## config.mk

```make
export PLATFORM = sky130hd
export DESIGN_NAME = hs_xact_top
export DESIGN_NICKNAME = d
export VERILOG_FILES = /design/src/rtl/hs_xact_pkg.sv /design/src/rtl/hs_xact_master.sv /design/src/rtl/hs_xact_slave.sv /design/src/rtl/hs_xact_lines.sv /design/src/rtl/hs_xact_top.sv
export SDC_FILE = /design/constraint.sdc
export NUM_CORES = 1
export LEC_CHECK = 0
export BUFFER_PORTS_ARGS = -buffer_cell sky130_fd_sc_hd__buf_2
export CAP_MARGIN = 20
export CORE_MARGIN = 2
export CORE_UTILIZATION = 61
export CTS_CLUSTER_DIAMETER = 80
export DETAILED_ROUTE_END_ITERATION = 7
export PLACE_DENSITY = 0.79
export SLEW_MARGIN = 20
export SYNTH_ARGS = -nofsm -noshare
export SYNTH_HDL_FRONTEND = slang
export SYNTH_HIERARCHICAL = 1
export SYNTH_SLANG_ARGS = --single-unit
```

## constraint.sdc

```tcl
create_clock -name clk -period 3.6 [get_ports clk]
set_clock_uncertainty 0.2 [all_clocks]
set_input_delay 0.18 -clock clk [delete_from_list [all_inputs] [get_ports clk]]
set_output_delay 0.18 -clock clk [all_outputs]
set_load 0.05 [all_outputs]
```

## src/rtl/hs_xact_pkg.sv

```systemverilog
package hs_xact_pkg;

  typedef enum logic [1:0] {
    MS_IDLE,
    MS_ADDR,
    MS_WAIT,
    MS_REL
  } mst_state_t;

  typedef enum logic [1:0] {
    SS_IDLE,
    SS_ACCESS,
    SS_HOLD
  } slv_state_t;

endpackage

```

## src/rtl/hs_xact_master.sv

```systemverilog
module hs_xact_master
  import hs_xact_pkg::*;
#(
  parameter int AW      = 4,
  parameter int DW      = 16,
  parameter int ADW     = 16,
  parameter int TIMEOUT = 16
) (
  input  logic           clk,
  input  logic           rst,
  input  logic           cmd_valid,
  input  logic           cmd_write,
  input  logic [AW-1:0]  cmd_addr,
  input  logic [DW-1:0]  cmd_wdata,
  output logic           cmd_ready,
  output logic [DW-1:0]  rsp_rdata,
  output logic           rsp_done,
  output logic           rsp_err,
  output logic           bus_req,
  output logic           bus_wr,
  input  logic           bus_ack,
  input  logic [ADW-1:0] bus_ad_in,
  output logic           drv_en,
  output logic [ADW-1:0] drv_val
);

  localparam int TCW = $clog2(TIMEOUT + 1);
  localparam logic [TCW-1:0] TLAST = TCW'(TIMEOUT - 1);

  mst_state_t     st;
  logic [TCW-1:0] tcnt;
  logic [DW-1:0]  wdata_q;
  logic           expired;

  assign cmd_ready = (st == MS_IDLE) && !bus_ack;
  assign expired   = (tcnt == TLAST);

  always_ff @(posedge clk) begin
    if (rst) begin
      st        <= MS_IDLE;
      bus_req   <= 1'b0;
      bus_wr    <= 1'b0;
      drv_en    <= 1'b0;
      drv_val   <= '0;
      rsp_rdata <= '0;
      rsp_done  <= 1'b0;
      rsp_err   <= 1'b0;
      tcnt      <= '0;
      wdata_q   <= '0;
    end else begin
      rsp_done <= 1'b0;
      rsp_err  <= 1'b0;
      unique case (st)
        MS_IDLE: begin
          if (cmd_valid && cmd_ready) begin
            st      <= MS_ADDR;
            bus_req <= 1'b1;
            bus_wr  <= cmd_write;
            drv_en  <= 1'b1;
            drv_val <= ADW'(cmd_addr);
            wdata_q <= cmd_wdata;
            tcnt    <= '0;
          end
        end
        MS_ADDR: begin
          drv_en  <= 1'b0;
          drv_val <= '0;
          tcnt    <= tcnt + 1'b1;
          st      <= MS_WAIT;
        end
        MS_WAIT: begin
          if (bus_ack) begin
            bus_req <= 1'b0;
            tcnt    <= tcnt + 1'b1;
            st      <= MS_REL;
            if (bus_wr) begin
              drv_en  <= 1'b1;
              drv_val <= ADW'(wdata_q);
            end else begin
              rsp_rdata <= bus_ad_in[DW-1:0];
            end
          end else if (expired) begin
            bus_req <= 1'b0;
            drv_en  <= 1'b0;
            drv_val <= '0;
            rsp_err <= 1'b1;
            st      <= MS_IDLE;
          end else begin
            tcnt <= tcnt + 1'b1;
          end
        end
        MS_REL: begin
          if (!bus_ack) begin
            drv_en   <= 1'b0;
            drv_val  <= '0;
            rsp_done <= 1'b1;
            st       <= MS_IDLE;
          end else if (expired) begin
            drv_en  <= 1'b0;
            drv_val <= '0;
            rsp_err <= 1'b1;
            st      <= MS_IDLE;
          end else begin
            tcnt <= tcnt + 1'b1;
          end
        end
        default: st <= MS_IDLE;
      endcase
    end
  end

endmodule

```

## src/rtl/hs_xact_slave.sv

```systemverilog
module hs_xact_slave
  import hs_xact_pkg::*;
#(
  parameter int AW  = 4,
  parameter int DW  = 16,
  parameter int ADW = 16,
  parameter int LAT = 3
) (
  input  logic           clk,
  input  logic           rst,
  input  logic           resp_en,
  input  logic           bus_req,
  input  logic           bus_wr,
  input  logic [ADW-1:0] bus_ad_in,
  output logic           bus_ack,
  output logic           drv_en,
  output logic [DW-1:0]  drv_val
);

  localparam int DEPTH = 1 << AW;
  localparam int LCW   = (LAT > 1) ? $clog2(LAT) : 1;

  slv_state_t     st;
  logic [AW-1:0]  addr_q;
  logic           wr_q;
  logic [LCW-1:0] lcnt;
  logic           req_d;
  logic           start;
  logic           mem_we;
  logic [DW-1:0]  rd_q;
  logic [DW-1:0]  mem [DEPTH];

  assign start   = resp_en && bus_req && !req_d;
  assign mem_we  = (st == SS_HOLD) && wr_q && !bus_req;
  assign drv_val = rd_q;

  always_ff @(posedge clk) begin
    if (mem_we) mem[addr_q] <= bus_ad_in[DW-1:0];
    rd_q <= mem[addr_q];
  end

  always_ff @(posedge clk) begin
    if (rst) begin
      st      <= SS_IDLE;
      bus_ack <= 1'b0;
      drv_en  <= 1'b0;
      addr_q  <= '0;
      wr_q    <= 1'b0;
      lcnt    <= '0;
      req_d   <= 1'b0;
    end else begin
      req_d <= bus_req;
      unique case (st)
        SS_IDLE: begin
          if (start) begin
            addr_q <= bus_ad_in[AW-1:0];
            wr_q   <= bus_wr;
            if (bus_wr) begin
              bus_ack <= 1'b1;
              st      <= SS_HOLD;
            end else begin
              lcnt <= LCW'(LAT - 1);
              st   <= SS_ACCESS;
            end
          end
        end
        SS_ACCESS: begin
          if (!bus_req) begin
            st <= SS_IDLE;
          end else if (lcnt == '0) begin
            bus_ack <= 1'b1;
            drv_en  <= 1'b1;
            st      <= SS_HOLD;
          end else begin
            lcnt <= lcnt - 1'b1;
          end
        end
        SS_HOLD: begin
          if (!bus_req) begin
            bus_ack <= 1'b0;
            drv_en  <= 1'b0;
            st      <= SS_IDLE;
          end
        end
        default: st <= SS_IDLE;
      endcase
    end
  end

endmodule

```

## src/rtl/hs_xact_lines.sv

```systemverilog
module hs_xact_lines #(
  parameter int DW  = 16,
  parameter int ADW = 16
) (
  input  logic           m_en,
  input  logic [ADW-1:0] m_val,
  input  logic           s_en,
  input  logic [DW-1:0]  s_val,
  output logic [ADW-1:0] lines
);

  always_comb begin
    lines = '0;
    if (m_en) lines = lines | m_val;
    if (s_en) lines = lines | ADW'(s_val);
  end

endmodule

```

## src/rtl/hs_xact_top.sv

```systemverilog
module hs_xact_top #(
  parameter int AW      = 4,
  parameter int DW      = 16,
  parameter int LAT     = 3,
  parameter int TIMEOUT = 16,
  localparam int ADW    = (DW > AW) ? DW : AW
) (
  input  logic           clk,
  input  logic           rst,
  input  logic           slv_resp_en,
  input  logic           cmd_valid,
  input  logic           cmd_write,
  input  logic [AW-1:0]  cmd_addr,
  input  logic [DW-1:0]  cmd_wdata,
  output logic           cmd_ready,
  output logic [DW-1:0]  rsp_rdata,
  output logic           rsp_done,
  output logic           rsp_err,
  output logic           bus_req_o,
  output logic           bus_ack_o,
  output logic [ADW-1:0] bus_ad_o
);

  logic           bus_req;
  logic           bus_wr;
  logic           bus_ack;
  logic [ADW-1:0] bus_ad;
  logic           m_drv;
  logic [ADW-1:0] m_val;
  logic           s_drv;
  logic [DW-1:0]  s_val;

  hs_xact_master #(.AW(AW), .DW(DW), .ADW(ADW), .TIMEOUT(TIMEOUT)) u_mst (
    .clk(clk), .rst(rst),
    .cmd_valid(cmd_valid), .cmd_write(cmd_write), .cmd_addr(cmd_addr),
    .cmd_wdata(cmd_wdata), .cmd_ready(cmd_ready),
    .rsp_rdata(rsp_rdata), .rsp_done(rsp_done), .rsp_err(rsp_err),
    .bus_req(bus_req), .bus_wr(bus_wr), .bus_ack(bus_ack),
    .bus_ad_in(bus_ad), .drv_en(m_drv), .drv_val(m_val)
  );

  hs_xact_slave #(.AW(AW), .DW(DW), .ADW(ADW), .LAT(LAT)) u_slv (
    .clk(clk), .rst(rst), .resp_en(slv_resp_en),
    .bus_req(bus_req), .bus_wr(bus_wr), .bus_ad_in(bus_ad),
    .bus_ack(bus_ack), .drv_en(s_drv), .drv_val(s_val)
  );

  hs_xact_lines #(.DW(DW), .ADW(ADW)) u_lines (
    .m_en(m_drv), .m_val(m_val), .s_en(s_drv), .s_val(s_val), .lines(bus_ad)
  );

  assign bus_req_o = bus_req;
  assign bus_ack_o = bus_ack;
  assign bus_ad_o  = bus_ad;

endmodule

```

# Word-level counts from Yosys, hierarchy flattened
# Memories as Yosys holds them, arrays and structs flattened. A register that Yosys moved wholly into a read port is not among the register bits.
# Cells that the tools add are included.
dict set report op_classes {
  n_eq_ne 18
  div_mod_pow 0
  muxes 51
  bitwise_logic 3
  n_reduce_logical 27
  add_sub_neg 2
  mul 0
  shifts 0
  order_cmp 0
}
# operator count
set op_table {}
lappend op_table {{two-way mux 16 bit} 7}
lappend op_table {{case mux 16 bit (4 select lines)} 1}
lappend op_table {{two-way mux 2 bit} 13}
lappend op_table {{two-way mux 5 bit} 4}
lappend op_table {{case mux 5 bit (4 select lines)} 1}
lappend op_table {{two-way mux 1 bit} 17}
lappend op_table {{OR 16 bit} 1}
lappend op_table {{!= test 2 bit (second input constant)} 6}
lappend op_table {{AND reduction 3 bit} 3}
lappend op_table {{case mux 2 bit (4 select lines)} 1}
lappend op_table {{AND reduction 2 bit} 4}
lappend op_table {{equality test 2 bit (second input constant)} 3}
lappend op_table {{logical AND 1 bit} 6}
lappend op_table {{zero test 2 bit} 3}
lappend op_table {{!= test 2 x 1 -> 1 bit (second input constant)} 3}
lappend op_table {{case mux 1 bit (2 select lines)} 3}
lappend op_table {{case mux 2 bit (3 select lines)} 1}
lappend op_table {{AND reduction 6 bit} 1}
lappend op_table {{nonzero test 2 bit} 3}
lappend op_table {{adder 5 x 1 -> 5 bit (second input constant)} 1}
lappend op_table {{equality test 5 x 4 -> 1 bit (second input constant)} 1}
lappend op_table {{AND reduction 5 bit} 1}
lappend op_table {{equality test 2 x 1 -> 1 bit (second input constant)} 2}
lappend op_table {{case mux 1 bit (4 select lines)} 1}
lappend op_table {{other kinds (11)} 14}
dict set report totals {
  mem_bits_rw 256
  romBits 0
  elab_cells 119
  reg_bits 72
  latch_bits 0
  out_inout_bits 37
  memories 1
}
# name words word_bits read_ports rd_ports_with_merged_regs write_ports line
set mem_list {}
lappend mem_list {u_slv.mem 16 16 1 1 1 hs_xact_slave.sv:31} ;# logic [DW-1:0] mem [DEPTH];

# Logic depth before layout (Yosys ltp)
# Gate-level depths: netlist (run 1).
dict set report logic_depth {
  depth_word 5
  mapped_depth 8
  mapped_depth_nobuf 8
}

# Cells and area by module
# The synthesis (run 1) kept the hierarchy.
# module cells_per_inst instances area_per_inst_um2
set by_module_without_submodules {}
lappend by_module_without_submodules {hs_xact_slave 505 1 10647.7}
lappend by_module_without_submodules {hs_xact_master 305 1 2483.6}
lappend by_module_without_submodules {hs_xact_lines 20 1 196.4}

# Worst setup path after synthesis (run 1)
# No wires, ideal clock.
dict set report synth_timing {
  kind {register to register}
  start {reg u_mst.bus_req}
  end {mem u_slv.mem[0][0] (enable)}
  n_path_buf 1
  t_arrival_ns 2.572
  setup_slack_ns 0.419
  period_less_slack_ns 3.181
  stages_incl_launch_ff 5
  path_cell_list {dfxtp_1 buf_2 and4bb_1 or3b_1 nor3_1}
}
dict set report synth_between {
  elab_chain_len 4
}
# element line
set synth_rtl {}
lappend synth_rtl {{from (decl)} hs_xact_master.sv:19} ;# output logic bus_req,
lappend synth_rtl {{from (signal assigned)} hs_xact_master.sv:41} ;# bus_req <= 1'b0;
lappend synth_rtl {{from (signal assigned)} hs_xact_master.sv:57} ;# bus_req <= 1'b1;
lappend synth_rtl {{from (signal assigned)} hs_xact_master.sv:73} ;# bus_req <= 1'b0;
lappend synth_rtl {{zero test 1 bit} hs_xact_slave.sv:34} ;# assign mem_we = (st == SS_HOLD) && wr_q && !bus_req;
lappend synth_rtl {{logical AND 1 bit} hs_xact_slave.sv:34}
lappend synth_rtl {{two-way mux 1 bit} hs_xact_slave.sv:38} ;# if (mem_we) mem[addr_q] <= bus_ad_in[DW-1:0];
lappend synth_rtl {{two-way mux 1 bit (implied by the code)} hs_xact_slave.sv:38}
lappend synth_rtl {{to (decl)} hs_xact_slave.sv:31}
# Every way passes these cells.

# Worst setup path in the final report (run 1)
dict set report layout_timing {
  start {reg u_slv.drv_en}
  end {out bus_ad_o[0]}
}
dict set report layout_between {
  elab_chain_len 1
}
# element line
set layout_rtl {}
lappend layout_rtl {{from (decl)} hs_xact_slave.sv:16} ;# output logic drv_en,
lappend layout_rtl {{from (signal assigned)} hs_xact_slave.sv:46} ;# drv_en <= 1'b0;
lappend layout_rtl {{from (signal assigned)} hs_xact_slave.sv:72} ;# drv_en <= 1'b1;
lappend layout_rtl {{from (signal assigned)} hs_xact_slave.sv:81} ;# drv_en <= 1'b0;
lappend layout_rtl {{two-way mux 16 bit} hs_xact_lines.sv:15} ;# if (s_en) lines = lines | ADW'(s_val);
lappend layout_rtl {{to (decl)} hs_xact_top.sv:21} ;# output logic [ADW-1:0] bus_ad_o
# Every way passes these cells.

==> results of run 1 <==
[cell usage after synthesis, drive strengths merged, types with 16 or more instances]
cell | instances | area, um^2
a22o | 16 | 147.6
nand2 | 101 | 381.6
a22oi | 36 | 300.3
nand2b | 23 | 143.9
nor2 | 30 | 115.1
dfxtp | 88 | 1762
edfxtp | 256 | 7687
buf | 33 | 252.7
mux4 | 64 | 1441
a21oi | 47 | 239.0
o21ai | 23 | 115.1
clkbuf | 21 | 78.83
[state kept, by name, indices dropped and copies added (netlist names)]
register         cells
u_slv/addr_q         4
u_mst/rsp_err        1
u_slv/mem          256
u_mst/rsp_rdata     16
u_slv/req_d          1
u_mst/tcnt           5
u_slv/wr_q           1
u_mst/drv_en         1
u_slv/drv_en         1
u_mst/bus_wr         1
u_slv/lcnt           2
u_mst/st             2
u_mst/wdata_q       16
u_slv/bus_ack        1
u_mst/rsp_done       1
u_slv/st             2
u_mst/bus_req        1
u_slv/drv_val       16
u_mst/drv_val       16
[metal layers]
metal  up-vias  part of all wire  wire, um
met5         -                 0         0
met4         0             0.027       825
met3        62             0.089      2700
met2       413              0.48     14650
met1      3954              0.40     12160
li1       3429                 -         -
[layout by cell type (no fill, tap or decap), types with 8 or more instances in the layout]
master,netlist,routed
buf_4,5,36
mux4_2,64,64
edfxtp_1,256,256
inv_1,10,10
a22o_1,10,10
nand2_1,100,100
clkbuf_1,21,12
buf_2,17,61
a22oi_1,30,30
nand2b_1,23,23
dfxtp_1,88,86
a21oi_1,46,46
dlygate4sd3_1,0,32
clkbuf_16,0,35
nand3_1,8,8
nor2_1,29,24
o21ai_0,16,16
[power by group through the flow]
stage	registers (W)	logic, W	clock network [W]
floorplan	0.00435	0.000179	0
global placement	0.00437	0.000217	0
detailed placement	0.00437	0.000223	0
CTS	0.00429	0.000253	0.00360
global route	0.00429	0.000281	0.00375
finish	0.00429	0.000258	0.00355
[cell families after synthesis]
kind of cell / after synthesis
flip-flops: 344
AO/OA/AOI/OAI: 148
buffers and inverters: 66
XOR/XNOR: 1
multiplexers: 65
adder cells (fa/ha/maj): 5
AND/OR/NAND/NOR: 201
[final cells by class]
type	instances	area, um^2
Clock buffer	48	934.6
Clock inverter	16	185.2
Fill cell	1342	6195
Inverter	12	45.04
Multi-Input combinational cell	420	3541
Sequential cell	344	9454
Tap cell	280	350.3
Timing Repair Buffer	130	915.9
[through the flow]
| step | util | setup WS [ns] | instance area [um^2] | power (W) | cells |
|---|---|---|---|---|---|
| after detailed placement | 0.6469 | 1.122 | 13990 | 0.004592 | 1154 |
| after global placement | 0.6466 | 1.140 | 13980 | 0.004586 | 1154 |
| after CTS | 0.7135 | 0.9092 | 15430 | 0.008135 | 1250 |
| after floorplan | - | 0.4186 | 13330 | 0.004531 | 830 |
| after global routing | 0.7135 | 0.8188 | 15430 | 0.008319 | 1250 |
| final | 0.7135 | 0.9238 | 15430 | 0.008099 | 1250 |
[worst max-delay path by stage]
stage | cells past startpoint | end | startpoint
floorplan | 4 | u_slv/mem[0][0] | u_mst/bus_req
global placement | 4 | u_slv/drv_val[2] | u_slv/addr_q[0]
detailed placement | 3 | u_slv/mem[13][14] | u_slv/addr_q[0]
CTS | 2 | bus_ad_o[13] | u_slv/drv_en
global route | 2 | bus_ad_o[13] | u_slv/drv_en
finish | 3 | bus_ad_o[0] | u_slv/drv_en
[worst max-delay path: stages, from the launching register on]
cell and delay [ns]:
dfxtp_1 0.69, buf_4 0.26, a22o_2 0.46, buf_2 0.36
[what timing repair did]
item | CTS | global route
setup endpoints to repair | 0 | 0
hold buffers | 32 | 0
hold endpoints to repair | 24 | 0
setup buffers | 0 | 0
==> flow_metrics.env, run 1 <==
export IMPL_clk_latency_ns=0.52
export IMPL_hold_ws_ns=0.01947
export IMPL_die_h_um=151.8
export IMPL_area_growth_pct=15.74
export IMPL_start_util=0.6164
export IMPL_drv_slew=0
export IMPL_drive_gt1_frac=0.2485
export IMPL_clockRootBuffer="clkbuf_16"
export IMPL_crit_arrival_ns=2.30
export IMPL_yosysSeqAreaShare=0.7090
export IMPL_n_antenna_cell=0
export IMPL_critPathCaptureType="output pin"
export IMPL_muxShareOfSynthArea=0.1089
export IMPL_drt_wl_total_mm=30.33
export IMPL_worstHoldStart="rst"
export IMPL_grtUsageTotal=0.2639
export IMPL_drc=0
export IMPL_num_nets_final=973
export IMPL_path_clk_slew_ns=0.06
export IMPL_holdPathStages=2
export IMPL_period_share=0.7434
export IMPL_synth_top_family_by_area="multiplexers"
export IMPL_grt_max_degree=45
export IMPL_syn_nets=860
export IMPL_synth_distinct_cells=62
export IMPL_r2r_start="u_slv/st[1]"
export IMPL_grt_overflow=0
export IMPL_hpwlAfterDp_mm=18.30
export IMPL_cp_required_ns=3.22
export IMPL_rrSetupSlack_ns=1.13
export IMPL_rsz0062_at_grt="false"
export IMPL_grt_util_met3=0.05733
export IMPL_netlist_area_mm2=0.01333
export IMPL_status="completed"
export IMPL_synth_async_reset_ratio=0
export IMPL_numCtsBuffers=35
export IMPL_die_area_mm2=0.02305
export IMPL_setup_viol=0
export IMPL_antenna_found_initial=0
export IMPL_hold_viol=0
export IMPL_clockBufferDepth=3
export IMPL_fmax_ghz=0.3737
export IMPL_p_per_area_mw_per_mm2=525.0
export IMPL_core_mm2=0.02162
export IMPL_cp_max_fo=19
export IMPL_fin_crit_ns=2.676
export IMPL_vias_per_cell=6.286
export IMPL_synth_xor_area_share=0.0006572
export IMPL_start_kind="flop"
export IMPL_gp_congestion=0.7974
export IMPL_max_vdd_ir_drop_uv=484.0
export IMPL_vias=7858
export IMPL_synth_compound_area_frac=0.07501
export IMPL_grt_util_met1=0.3755
export IMPL_maxCapViolCount=0
export IMPL_p_sw_w=0.001632
export IMPL_post_cts_resized=0
export IMPL_clockPowerShare=0.439
export IMPL_sw_frac_of_total=0.2015
export IMPL_drt_first_iter_violations=825
export IMPL_busiest_layer="met2"
export IMPL_hold_end="u_slv/st[0]"
export IMPL_grt_pass1_wl_mm=45.97
export IMPL_placementRows=54
export IMPL_synth_simple_area_share=0.07351
export IMPL_hold_class="in2reg"
export IMPL_first_global_vias=7867
export IMPL_cts_tree="done"
export IMPL_die_w_um=151.8
export IMPL_p_int_w=0.006467
export IMPL_syn_inst=830
export IMPL_ys_flop_type="edfxtp_1"
export IMPL_yosysWarnings=6
export IMPL_cts_sinks=344
export IMPL_io_pins=62
export IMPL_wl_per_cell_um=24.27
export IMPL_r2r_cells=4
export IMPL_synthAdderAreaFrac=0.004694
export IMPL_pwr_share_seq=0.529
export IMPL_dr_pass1_iters=5
export IMPL_crit_type="reg2out"
export IMPL_synth_edf_count=256
export IMPL_drtAntennaViolNets=0
export IMPL_io_buffers=61
export IMPL_tightestPinTransition_ns=0.9606
export IMPL_syn_area_per_cell_um2=16.06
export IMPL_regToRegEndpoint="u_slv/mem[8][3]"
export IMPL_met2_usage=0.4138
export IMPL_slew_headroom=0.3596
export IMPL_synth_seq_cells=344
export IMPL_htreeDepth=2
export IMPL_p_leak_nw=5.018
export IMPL_combPwrFrac=0.032
export IMPL_fin_setup_tns_ns=0
No activity file was read; power rests on OpenSTA's default activity.
==> run 2, diff against run 1 <==
Settings changed: ABC_AREA set to 1.
Clock period 3.6 ns to 2.6 ns, I/O delays scaled along.
==> flow_metrics.env, run 2 <==
export IMPL_status="completed"
export IMPL_p_per_area_mw_per_mm2=825.7
export IMPL_antenna_found_initial=0
export IMPL_synthTopCellsByArea="edfxtp_1 (54%), nand2_1 (22%), dfxtp_1 (12%)"
export IMPL_area_growth_pct=14.20
export IMPL_clockRootBuffer="clkbuf_16"
export IMPL_drt_first_iter_violations=1206
export IMPL_synth_async_reset_ratio=0
export IMPL_start_util=0.6263
export IMPL_grt_max_degree=60
export IMPL_yosysWarnings=6
export IMPL_vias_per_cell=5.468
export IMPL_placementRows=55
export IMPL_syn_area_per_cell_um2=9.417
export IMPL_slew_headroom=0.5514
export IMPL_drt_wl_total_mm=35.18
export IMPL_crit_type="reg2reg"
export IMPL_hold_ws_ns=0.2235
export IMPL_grt_overflow=0
export IMPL_synth_common_cells="nand2_1 (835), edfxtp_1 (256), dfxtp_1 (88)"
export IMPL_dp_cells=1878
export IMPL_fmax_ghz=0.4025
export IMPL_fin_cells=1966
export IMPL_tightestPinTransition_ns=0.6721
export IMPL_io_pins=62
export IMPL_postCtsSetupBuffers=0
export IMPL_r2r_start="u_slv/st[1]"
export IMPL_start_kind="flop"
export IMPL_core_mm2=0.02278
export IMPL_fin_setup_tns_ns=0
export IMPL_rsz0062_at_grt="false"
export IMPL_wl_per_cell_um=17.89
export IMPL_synth_most_common_cell="nand2_1"
export IMPL_io_buffers=61
export IMPL_die_area_mm2=0.02463
export IMPL_p_leak_nw=6.849
export IMPL_syn_inst=1515
export IMPL_syn_nets=1545
export IMPL_ys_flop_type="edfxtp_1"
export IMPL_dr_pass1_iters=6
export IMPL_netlist_area_leader_share=0.5389
export IMPL_vias=10750
export IMPL_largest_register="u_slv/mem"
export IMPL_r2r_cells=7
export IMPL_synth_edf_count=256
export IMPL_grtUsageTotal=0.2930
export IMPL_drive_gt1_frac=0.1150
export IMPL_clockBufferDepth=3
export IMPL_synth_distinct_cells=28
export IMPL_rrSetupSlack_ns=0.12
export IMPL_regToRegEndpoint="u_slv/mem[4][3]"
export IMPL_die_w_um=156.9
export IMPL_period_share=0.9555
export IMPL_fin_crit_ns=2.484
export IMPL_hpwlAfterDp_mm=22.31
export IMPL_cp_max_fo=16
export IMPL_gp_congestion=0.9099
export IMPL_grt_pass1_wl_mm=54.62
export IMPL_first_global_vias=10290
export IMPL_crit_end="u_slv/mem[4][3]"
export IMPL_hold_viol=0
export IMPL_path_clk_slew_ns=0.06
export IMPL_mostFrequentLayoutCell="nand2_1"
export IMPL_synth_seq_cells=344
export IMPL_largest_reg_flops=256
export IMPL_hold_class="in2reg"
export IMPL_num_nets_final=1657
export IMPL_final_cell_mix="nand2_1 (834), edfxtp_1 (256), dfxtp_1 (86)"
export IMPL_cts_tree="done"
export IMPL_drv_slew=0
export IMPL_clk_latency_ns=0.51
export IMPL_die_h_um=156.9
export IMPL_yosys_area_top_type="edfxtp_1"
export IMPL_maxCapViolCount=0
export IMPL_critPathCaptureType="flop"
export IMPL_yosysSeqAreaShare=0.6623
export IMPL_crit_start="u_slv/st[1]"
export IMPL_netlist_area_mm2=0.01427
export IMPL_cp_required_ns=2.59
export IMPL_numCtsBuffers=35
export IMPL_htreeDepth=2
export IMPL_setup_viol=0
export IMPL_drtAntennaViolNets=0
export IMPL_max_vdd_ir_drop_uv=745.4
export IMPL_crit_arrival_ns=2.47
export IMPL_drc=0
export IMPL_cts_sinks=344
## run 2: cell count changes after synthesis, sizes merged, moves of 6 or more
cell,previous run,this run
a22oi,36,4
nor3,11,3
nand2b,23,0
nor2b,8,0
a211oi,6,0
clkbuf,21,11
a22o,16,0
nand3,8,20
nand2,101,841
o22ai,7,0
inv,11,79
nor2,30,74
mux4,64,0
buf,33,54
## run 2: power by group
part           switching (W)  internal, W  total (W)
sequential          0.000206      0.00610    0.00631
combinational        0.00184     0.000723    0.00256
clock                0.00195      0.00263    0.00458
## run 2: cell families after synthesis
| group | count (synthesis) | synth area share |
|---|---|---|
| AND/OR/NAND/NOR | 940 | 0.2521 |
| adder cells (fa/ha/maj) | 5 | 0.004385 |
| buffers and inverters | 144 | 0.05131 |
| AO/OA/AOI/OAI | 82 | 0.02982 |
| flip-flops | 344 | 0.6623 |
## run 2: what timing repair did
item	in CTS	in global routing
endpoints found under the hold margin	35	0
setup endpoints to repair	0	1
hold buffers	25	0
gates resized for setup	0	1
## run 2: how the worst min path moves through the flow
stage,start,endpoint,slack (ns),cells after the start
floorplan,rst,u_slv/drv_en,-0.0009,1
global placement,cmd_wdata[0],u_mst/wdata_q[0],0.18,3
detailed placement,cmd_wdata[1],u_mst/wdata_q[1],0.18,3
CTS,cmd_wdata[1],u_mst/wdata_q[1],0.20,4
global route,cmd_wdata[4],u_mst/wdata_q[4],0.23,4
finish,cmd_wdata[13],u_mst/wdata_q[13],0.22,4
## run 2: final cells by class
class	instances	area [um^2]
flip-flops and latches	344	9454
fillers	1601	6486
multi-input cells	1027	4128
repair buffers	140	985.9
clock buffers	46	937.1
well taps	313	391.6
inverters	79	299.0
clock inverters	16	93.84
diodes	1	2.502
## run 2: critical path: stages (launching register included)
cell and delay [ns]:
dfxtp_1 0.36, inv_1 0.08, nor2_1 0.13, nand2_1 0.12
nor2_1 0.39, nand3_1 0.35, nor2_2 0.22, buf_4 0.30
## run 2: per-layer routing
metal / GRT usage / share of wire / vias up
met5: 0 / 0 / -
met4: 0.1153 / 0.038 / 0
met3: 0.04928 / 0.094 / 115
met2: 0.4816 / 0.48 / 596
met1: 0.3936 / 0.39 / 4993
li1: - / - / 5047
## run 2: through the flow
| step | area (um^2) | worst slack [ns] | total power, W | utilization |
|---|---|---|---|---|
| after floorplan | 14270 | 0.1756 | 0.008286 | - |
| after detailed placement | 15010 | 0.2645 | 0.008873 | 0.6588 |
| final | 16290 | 0.1158 | 0.01345 | 0.7152 |
| after global routing | 16290 | 0.01141 | 0.01405 | 0.7151 |
| after global placement | 15010 | 0.3698 | 0.008810 | 0.6588 |
| after CTS | 16290 | 0.09180 | 0.01346 | 0.7150 |
